File: src/rtl/gpx_pkg.sv
package gpx_pkg;
  localparam int BYTE_W = 8;

  localparam logic [BYTE_W-1:0] SEL_INPUT  = 8'h00;
  localparam logic [BYTE_W-1:0] SEL_LATCH  = 8'h01;
  localparam logic [BYTE_W-1:0] SEL_INVERT = 8'h02;
  localparam logic [BYTE_W-1:0] SEL_DIR    = 8'h03;

  typedef enum logic [2:0] {
    BUS_IDLE,
    BUS_RX,
    BUS_ACK,
    BUS_TX,
    BUS_TXACK
  } bus_state_e;
endpackage

File: src/rtl/gpx_sync.sv
module gpx_sync #(
  parameter int W = 2,
  parameter logic [W-1:0] RST_VAL = '0
) (
  input  logic         clk,
  input  logic         rst_n,
  input  logic [W-1:0] d,
  output logic [W-1:0] q
);
  for (genvar i = 0; i < W; i++) begin : g_bit
    logic meta;
    always_ff @(posedge clk or negedge rst_n) begin
      if (!rst_n) begin
        meta <= RST_VAL[i];
        q[i] <= RST_VAL[i];
      end else begin
        meta <= d[i];
        q[i] <= meta;
      end
    end
  end
endmodule

File: src/rtl/gpx_bus_engine.sv
module gpx_bus_engine
  import gpx_pkg::*;
#(
  parameter int ADDR_W  = 7,
  parameter int STRAP_W = 3,
  parameter logic [ADDR_W-STRAP_W-1:0] ADDR_HI = 4'b0100
) (
  input  logic               clk,
  input  logic               rst_n,
  input  logic               scl_s,
  input  logic               sda_s,
  input  logic [STRAP_W-1:0] strap,
  input  logic [BYTE_W-1:0]  rd_data,
  output logic               sda_oe,
  output logic               wr_valid,
  output logic               wr_is_cmd,
  output logic [BYTE_W-1:0]  wr_byte,
  output logic               rd_load,
  output logic               bus_evt
);
  localparam int CNT_W = $clog2(BYTE_W + 1);
  localparam logic [CNT_W-1:0] FULL = CNT_W'(BYTE_W);
  localparam logic [CNT_W-1:0] LAST = CNT_W'(BYTE_W - 1);

  bus_state_e        state;
  logic              scl_d, sda_d;
  logic [CNT_W-1:0]  bitcnt;
  logic [BYTE_W-1:0] sh;
  logic              addr_ph, rd_mode, cmd_next, nack_q;
  logic              start_det, stop_det, scl_rise, scl_fall;

  assign start_det = scl_s && scl_d && sda_d && !sda_s;
  assign stop_det  = scl_s && scl_d && !sda_d && sda_s;
  assign scl_rise  = scl_s && !scl_d;
  assign scl_fall  = !scl_s && scl_d;
  assign bus_evt   = start_det || stop_det;
  assign sda_oe    = (state == BUS_ACK) || (state == BUS_TX && !sh[BYTE_W-1]);

  always_ff @(posedge clk or negedge rst_n) begin
    if (!rst_n) begin
      state     <= BUS_IDLE;
      scl_d     <= 1'b1;
      sda_d     <= 1'b1;
      bitcnt    <= '0;
      sh        <= '0;
      addr_ph   <= 1'b0;
      rd_mode   <= 1'b0;
      cmd_next  <= 1'b0;
      nack_q    <= 1'b1;
      wr_valid  <= 1'b0;
      wr_is_cmd <= 1'b0;
      wr_byte   <= '0;
      rd_load   <= 1'b0;
    end else begin
      scl_d    <= scl_s;
      sda_d    <= sda_s;
      wr_valid <= 1'b0;
      rd_load  <= 1'b0;
      if (start_det) begin
        state   <= BUS_RX;
        bitcnt  <= '0;
        addr_ph <= 1'b1;
      end else if (stop_det) begin
        state <= BUS_IDLE;
      end else begin
        case (state)
          BUS_RX: begin
            if (scl_rise) begin
              sh     <= {sh[BYTE_W-2:0], sda_s};
              bitcnt <= bitcnt + CNT_W'(1);
            end else if (scl_fall && bitcnt == FULL) begin
              if (addr_ph) begin
                if (sh[BYTE_W-1:1] == {ADDR_HI, strap}) begin
                  state    <= BUS_ACK;
                  rd_mode  <= sh[0];
                  cmd_next <= !sh[0];
                  addr_ph  <= 1'b0;
                end else begin
                  state <= BUS_IDLE;
                end
              end else begin
                state     <= BUS_ACK;
                wr_valid  <= 1'b1;
                wr_is_cmd <= cmd_next;
                wr_byte   <= sh;
                cmd_next  <= 1'b0;
              end
            end
          end
          BUS_ACK: begin
            if (scl_fall) begin
              bitcnt <= '0;
              if (rd_mode) begin
                state   <= BUS_TX;
                sh      <= rd_data;
                rd_load <= 1'b1;
              end else begin
                state <= BUS_RX;
              end
            end
          end
          BUS_TX: begin
            if (scl_fall) begin
              if (bitcnt == LAST) begin
                state <= BUS_TXACK;
              end else begin
                sh     <= {sh[BYTE_W-2:0], 1'b0};
                bitcnt <= bitcnt + CNT_W'(1);
              end
            end
          end
          BUS_TXACK: begin
            if (scl_rise) begin
              nack_q <= sda_s;
            end else if (scl_fall) begin
              if (nack_q) begin
                state <= BUS_IDLE;
              end else begin
                state   <= BUS_TX;
                bitcnt  <= '0;
                sh      <= rd_data;
                rd_load <= 1'b1;
              end
            end
          end
          default: state <= BUS_IDLE;
        endcase
      end
    end
  end
endmodule

File: src/rtl/gpx_regbank.sv
module gpx_regbank
  import gpx_pkg::*;
(
  input  logic              clk,
  input  logic              rst_n,
  input  logic              wr_valid,
  input  logic              wr_is_cmd,
  input  logic [BYTE_W-1:0] wr_byte,
  input  logic [BYTE_W-1:0] pin_s,
  output logic [BYTE_W-1:0] rd_data,
  output logic [BYTE_W-1:0] ptr_q,
  output logic [BYTE_W-1:0] latch_q,
  output logic [BYTE_W-1:0] dir_q
);
  logic [BYTE_W-1:0] inv_q;
  logic [BYTE_W-1:0] in_view;

  for (genvar i = 0; i < BYTE_W; i++) begin : g_view
    assign in_view[i] = pin_s[i] ^ inv_q[i];
  end

  always_ff @(posedge clk or negedge rst_n) begin
    if (!rst_n) begin
      ptr_q   <= SEL_INPUT;
      latch_q <= '1;
      inv_q   <= '0;
      dir_q   <= '1;
    end else if (wr_valid) begin
      if (wr_is_cmd) begin
        ptr_q <= wr_byte;
      end else begin
        case (ptr_q)
          SEL_LATCH:  latch_q <= wr_byte;
          SEL_INVERT: inv_q   <= wr_byte;
          SEL_DIR:    dir_q   <= wr_byte;
          default: ;
        endcase
      end
    end
  end

  always_comb begin
    case (ptr_q)
      SEL_INPUT:  rd_data = in_view;
      SEL_LATCH:  rd_data = latch_q;
      SEL_INVERT: rd_data = inv_q;
      SEL_DIR:    rd_data = dir_q;
      default:    rd_data = '0;
    endcase
  end
endmodule

File: src/rtl/gpx_expander.sv
module gpx_expander
  import gpx_pkg::*;
#(
  parameter int ADDR_W  = 7,
  parameter int STRAP_W = 3,
  parameter logic [ADDR_W-STRAP_W-1:0] ADDR_HI = 4'b0100
) (
  input  logic               clk,
  input  logic               rst_n,
  input  logic               scl_i,
  input  logic               sda_i,
  output logic               sda_oe,
  input  logic [STRAP_W-1:0] strap,
  input  logic [BYTE_W-1:0]  pin_i,
  output logic [BYTE_W-1:0]  pin_o,
  output logic [BYTE_W-1:0]  pin_oe
);
  logic              scl_s, sda_s;
  logic [BYTE_W-1:0] pin_s, rd_data, ptr_q, latch_q, dir_q, wr_byte;
  logic              wr_valid, wr_is_cmd, rd_load, bus_evt;

  gpx_sync #(.W(2), .RST_VAL(2'b11)) u_bus_sync (
    .clk(clk), .rst_n(rst_n), .d({scl_i, sda_i}), .q({scl_s, sda_s})
  );

  gpx_sync #(.W(BYTE_W), .RST_VAL('0)) u_pin_sync (
    .clk(clk), .rst_n(rst_n), .d(pin_i), .q(pin_s)
  );

  gpx_bus_engine #(.ADDR_W(ADDR_W), .STRAP_W(STRAP_W), .ADDR_HI(ADDR_HI)) u_engine (
    .clk(clk), .rst_n(rst_n), .scl_s(scl_s), .sda_s(sda_s), .strap(strap),
    .rd_data(rd_data), .sda_oe(sda_oe), .wr_valid(wr_valid), .wr_is_cmd(wr_is_cmd),
    .wr_byte(wr_byte), .rd_load(rd_load), .bus_evt(bus_evt)
  );

  gpx_regbank u_regs (
    .clk(clk), .rst_n(rst_n), .wr_valid(wr_valid), .wr_is_cmd(wr_is_cmd),
    .wr_byte(wr_byte), .pin_s(pin_s), .rd_data(rd_data), .ptr_q(ptr_q),
    .latch_q(latch_q), .dir_q(dir_q)
  );

  assign pin_o  = latch_q;
  assign pin_oe = ~dir_q;
endmodule

File: config.mk
export PLATFORM = sky130hd
export DESIGN_NAME = gpx_expander
export DESIGN_NICKNAME = d
export VERILOG_FILES = /design/src/rtl/gpx_pkg.sv /design/src/rtl/gpx_sync.sv /design/src/rtl/gpx_bus_engine.sv /design/src/rtl/gpx_regbank.sv /design/src/rtl/gpx_expander.sv
export SDC_FILE = /design/constraint.sdc
export NUM_CORES = 1
export LEC_CHECK = 0
export ABC_AREA = 1
export BUFFER_PORTS_ARGS = -buffer_cell sky130_fd_sc_hd__buf_2
export CORE_MARGIN = 2
export CORE_UTILIZATION = 30
export DETAILED_ROUTE_END_ITERATION = 8
export PLACE_DENSITY_LB_ADDON = 0.1
export SETUP_SLACK_MARGIN = 0.2
export SLEW_MARGIN = 20
export SYNTH_ARGS = -nofsm -noshare
export SYNTH_HDL_FRONTEND = slang
export SYNTH_SLANG_ARGS = --single-unit
export TNS_END_PERCENT = 50
File: constraint.sdc
create_clock -name clk -period 3.3 [get_ports clk]
set_clock_uncertainty 0.2 [all_clocks]
set_input_delay 0.165 -clock clk [delete_from_list [all_inputs] [get_ports clk]]
set_output_delay 0.165 -clock clk [all_outputs]
set_load 0.05 [all_outputs]
== Word level (Yosys, flattened, before mapping) ==
Index checks and enable logic that the tools add are counted.
Word-level totals
  bits of input ports: 15
  output and inout bits: 17
  word-level logic and storage cells: 168
  register bits after elaboration: 83
Operators by class
  $add $sub $neg: 1
  reduce and logical (&&, ||, !) cells: 33
  bitwise gates (word level): 14
  multiplexer cells: 49
  equal/unequal tests: 35
Operator list (count)
  $mux 8: 8
  $pmux 8 s4: 2
  $mux 4: 9
  $mux 3: 9
  $eq 8x2->1 const B: 2
  $ne 4x1->1 const B: 4
  $pmux 4 s4: 1
  $mux 1: 15
  $ne 2x1->1 const B: 7
  $reduce_and 7->1: 2
  $ne 3x1->1 const B: 4
  $ne 4x2->1 const B: 3
  $pmux 3 s4: 1
  $reduce_and 6->1: 2
  $reduce_and 11->1: 1
  $logic_and 1x1->1: 9
  $reduce_and 3->1: 3
  $reduce_and 9->1: 1
  $eq 8x1->1 const B: 1
  $logic_not 8->1: 1
  $mux 2: 4
  $ne 2x2->1 const B: 4
  $not 8->8: 1
  $reduce_and 4->1: 2
  17 further kinds: 36

== Longest topological paths before layout ==
  depth after elaboration: 8
  mapped depth: 10
  mapped depth without buffers: 10

== Cells and area by module ==
Synthesis repeated with hierarchy kept, for this count alone.
Second synthesis, totals
  cell total of the unflattened synthesis: 508
  area, all modules: 4247.8 um^2
By module, submodules not included
  gpx_bus_engine: area each 1884.3 um^2, cells each 248, seq. area each 804.5 um^2, instances 1
  gpx_regbank: area each 1828.0 um^2, cells each 232, seq. area each 820.8 um^2, instances 1
  gpx_sync (u_pin_sync): area each 400.4 um^2, cells each 16, seq. area each 400.4 um^2, instances 1
  gpx_sync (u_bus_sync): area each 105.1 um^2, cells each 4, seq. area each 105.1 um^2, instances 1
  gpx_expander: area each 30.0 um^2, cells each 8, seq. area each 0.0 um^2, instances 1

== Worst setup path before layout ==
Ideal clock, no wire load.
  path kind: register to output
  start point: register u_engine.state[2]
  end point: output sda_oe
  arrival time: 1353 ps
  cell stages (with the launch flop): 4
  data required time: 2935 ps
  buffers on the path: 0
  path slack: 1582 ps
  cells stage by stage: dfrtp_1 -> inv_1 -> nand2_1 -> a21oi_1
Between the ends
  word-level cells in the longest chain between the ends: 3
Ends and longest elaborated chain
  start: declaration: RTL line gpx_bus_engine.sv:25  | bus_state_e state;
  start signal: assignment: RTL line gpx_bus_engine.sv:41  | state <= BUS_IDLE;
  start signal: assignment: RTL line gpx_bus_engine.sv:60  | state <= BUS_RX;
  start signal: assignment: RTL line gpx_bus_engine.sv:64  | state <= BUS_IDLE;
  $eq 3x2->1: RTL line gpx_bus_engine.sv:37  | assign sda_oe = (state == BUS_ACK) || (state == BUS_TX && !sh[BYTE_W-1]);
  $logic_and 1x1->1: RTL line gpx_bus_engine.sv:37
  $logic_or 1x1->1 *: RTL line gpx_bus_engine.sv:37
  end: declaration: RTL line gpx_expander.sv:12  | output logic sda_oe,
Every way passes the cells marked *; elsewhere a longest branch is shown, timed or not.

== Worst setup path in the final report ==
  start point: register u_engine.scl_d
  end point: register u_engine.wr_byte[6]
Between the ends
  word-level cells in the longest chain between the ends: 5
Ends and longest elaborated chain
  start: declaration: RTL line gpx_bus_engine.sv:26  | logic scl_d, sda_d;
  start signal: assignment: RTL line gpx_bus_engine.sv:55  | scl_d <= scl_s;
  $logic_and 1x1->1: RTL line gpx_bus_engine.sv:32, gpx_bus_engine.sv:33
  $logic_and 1x1->1, on equally long branches (2 in a row): RTL line gpx_bus_engine.sv:32, gpx_bus_engine.sv:33
  $not 1->1 (no source line)
  $reduce_and 6->1 (no source line) *
  end signal: assignment: RTL line gpx_bus_engine.sv:85  | wr_byte <= sh;
  end: declaration: RTL line gpx_bus_engine.sv:17  | output logic [BYTE_W-1:0] wr_byte,
Marks and branches as above.
A chain may end at the register's enable or synchronous reset.

==> results.md <==
* Max VDD drop at 242 uV
* Initial antenna violation count at 0
* RSZ-0062 raised after global routing: false
* Slew Limit Fails at 0
* Crit. End Element: flop
* Power Dens Cells at 529 nW/um^2
* Syn_area_per_cell at 8.46 um^2
* Synth unique cells at 26
* Syn Std Cell Area at 3790 um^2
* N_diodes at 0
* Final hold vios at 0
* Flops & latches, synth at 83
* CP max FO at 12
* Routed len/inst at 13.8 um
* First-pass GRT wire length at 15.2 mm
* Clk_lat worst skew at 340 ps
* Worst slew pin tran at 776 ps
* Final WL at 9.22 mm
* ANT nets after route at 0
* Cts bufs inserted at 9
* FILL cells at 1287
* Global Route Usage Sum at 0.151
* Vias in the first global route at 2915
* Synth warnings at 0
* # Post-CTS Setup Buffers at 0
* MaxCap Viol Count at 0
* Drt drc at 0
* CP Data Required Time at 3350 ps
* Multi-input gate area at 1450 um^2
* Post-route clock period utilization at 0.589
* Setup Viol. Count Final at 0
* Hold Path Class: flop to flop
* Synthesis-to-layout area growth at 19.3%
* Detailed router's first-iteration violation count at 188
* Syn Nets at 465
* Initial Util at 0.304
* Largest net degree at the start of global routing at 84
* CTS max path bufs at 2
* # clock sinks at 83
* Critical path class: flop to flop
* Relative slew margins at 0.483
* Post-Route Setup TNS at 0 ps
* Die Height at 116 um
* Clock slew at reported path FFs at 60 ps
* Outcome: finished clean
* Port bufs at 31
* Via/cell ratio at 4.45
* Nets@finish at 511
* Via count at 2984
* CTS tree: yes
* Period minus WS final at 1950 ps
* Root buffer cell: clkbuf_16
* Die area at 13500 um^2
* Core area at 12500 um^2
* Most common cell after layout, fill and taps aside: nand2_1
* First-pass iteration count of the detailed router at 4
* Post-synthesis cell count at 448
* CP Launch Type: flop
* Gr ovfl total at 0
* H-tree depth at 3
* Row cnt at 41
* DP HPWL at 6.55 mm
* Core Util, Final at 0.362
* Post-synthesis sequential area ratio at 0.556
* Chip width at 116 um
* Leakage at 0.00211 uW
* Worst EP arrival at 2000 ps
* Most frequent cells in the layout: nand2_1 (107), dfrtp_1 (60), nor2_1 (58)
* IO Count at 32
* FF/Latch Area at 2110 um^2
* Layout cells sized above 1 at 0.173
* GPL Wtd Cong at 0.825
* Max Fclk at 514 MHz
## state kept, by name, indices dropped and copies added, names as in the netlist, 3 cells and up
signal                 cells
u_pin_sync.g_bit.meta      8
u_regs.dir_q               8
u_engine.state             3
u_engine.sh                8
u_regs.latch_q             8
u_regs.inv_q               8
u_engine.wr_byte           8
u_pin_sync.q               8
u_engine.bitcnt            4
u_regs.ptr_q               8
## critical path, stage by stage, from the launching register on
cell and delay [ps]:
dfstp_2 560, inv_1 40, nor2_1 70, nand4_1 160, inv_1 120, nand3_1 330
inv_2 230, nand2_1 70, o21ai_0 70
## synthesized netlist by cell type, drive strengths merged
master | n | area, um^2
dfstp | 23 | 604
clkbuf | 1 | 3.75
or2 | 1 | 6.26
nand4 | 5 | 31.3
nand2 | 108 | 408
nand3b | 1 | 7.51
xor2 | 13 | 114
a21oi | 5 | 25.0
nor3 | 2 | 15.0
buf | 6 | 30.0
ha | 2 | 25.0
inv | 53 | 199
dfrtp | 60 | 1500
o21ai | 47 | 235
nand3 | 54 | 303
o211ai | 1 | 7.51
nor2 | 65 | 267
a31oi | 1 | 6.26
## worst paths after layout
path / start / end / slack [ps] / cells past startpoint
max: u_engine.scl_d / u_engine.wr_byte[6] / 1350 / 8
min: u_pin_sync.g_bit[5].meta / u_pin_sync.q[5] / 150 / 0
max reg2reg: u_engine.scl_d / u_engine.wr_byte[6] / 1350 / 8
min reg2reg: u_pin_sync.g_bit[5].meta / u_pin_sync.q[5] / 150 / 0
max in group asynchronous: rst_n / u_regs.inv_q[2] / 2120 / 2
min in group asynchronous: rst_n / u_pin_sync.q[3] / 230 / 2
## timing repair
action                                 in CTS  in global routing
endpoints found under the hold margin      70                  0
hold buffers                               11                  0
gates resized for setup                     0                  0
## per-layer routing
layer,track usage,vias to the layer above,part of all wire
met5,0,-,0
met4,0.0659,0,0.018
li1,-,1517,-
met2,0.224,61,0.45
met1,0.213,1395,0.49
met3,0.0306,11,0.042
## cells by family (layout without fill, tap and decap cells)
logic type,count (synthesis),in the layout,synth area share
AND/OR/NAND/NOR,236,236,0.274
flip-flops,83,83,0.556
buffers and inverters,60,110,0.0614
AO/OA/AOI/OAI,54,54,0.0723
XOR/XNOR,13,13,0.0301
adder cells (fa/ha/maj),2,2,0.00660
## final cells by class
class,instances,area share
Sequential cell,83,0.466
Multi-Input combinational cell,305,0.321
Timing Repair Buffer,42,0.0601
Clock buffer,12,0.0523
Tap cell,172,0.0476
Inverter,53,0.0440
Clock inverter,3,0.00886
## stage by stage
stage	instances	setup slack (ps)	power, uW	hold WS (ps)	instance area (um^2)
after global placement	644	1380	1440	70.2	4130
final	670	1350	2390	147	4520
after floorplan	448	1580	1340	-331	3790
after CTS	670	1330	2430	148	4510
after detailed placement	644	1350	1440	71.5	4130
after global routing	670	1060	2520	161	4520
## power breakdown
| part | switching (uW) | total [uW] | internal (uW) |
|---|---|---|---|
| logic | 137 | 235 | 98.1 |
| clock network | 381 | 961 | 580 |
| registers | 88.4 | 1200 | 1110 |
Power figures use the tool's default switching activity.
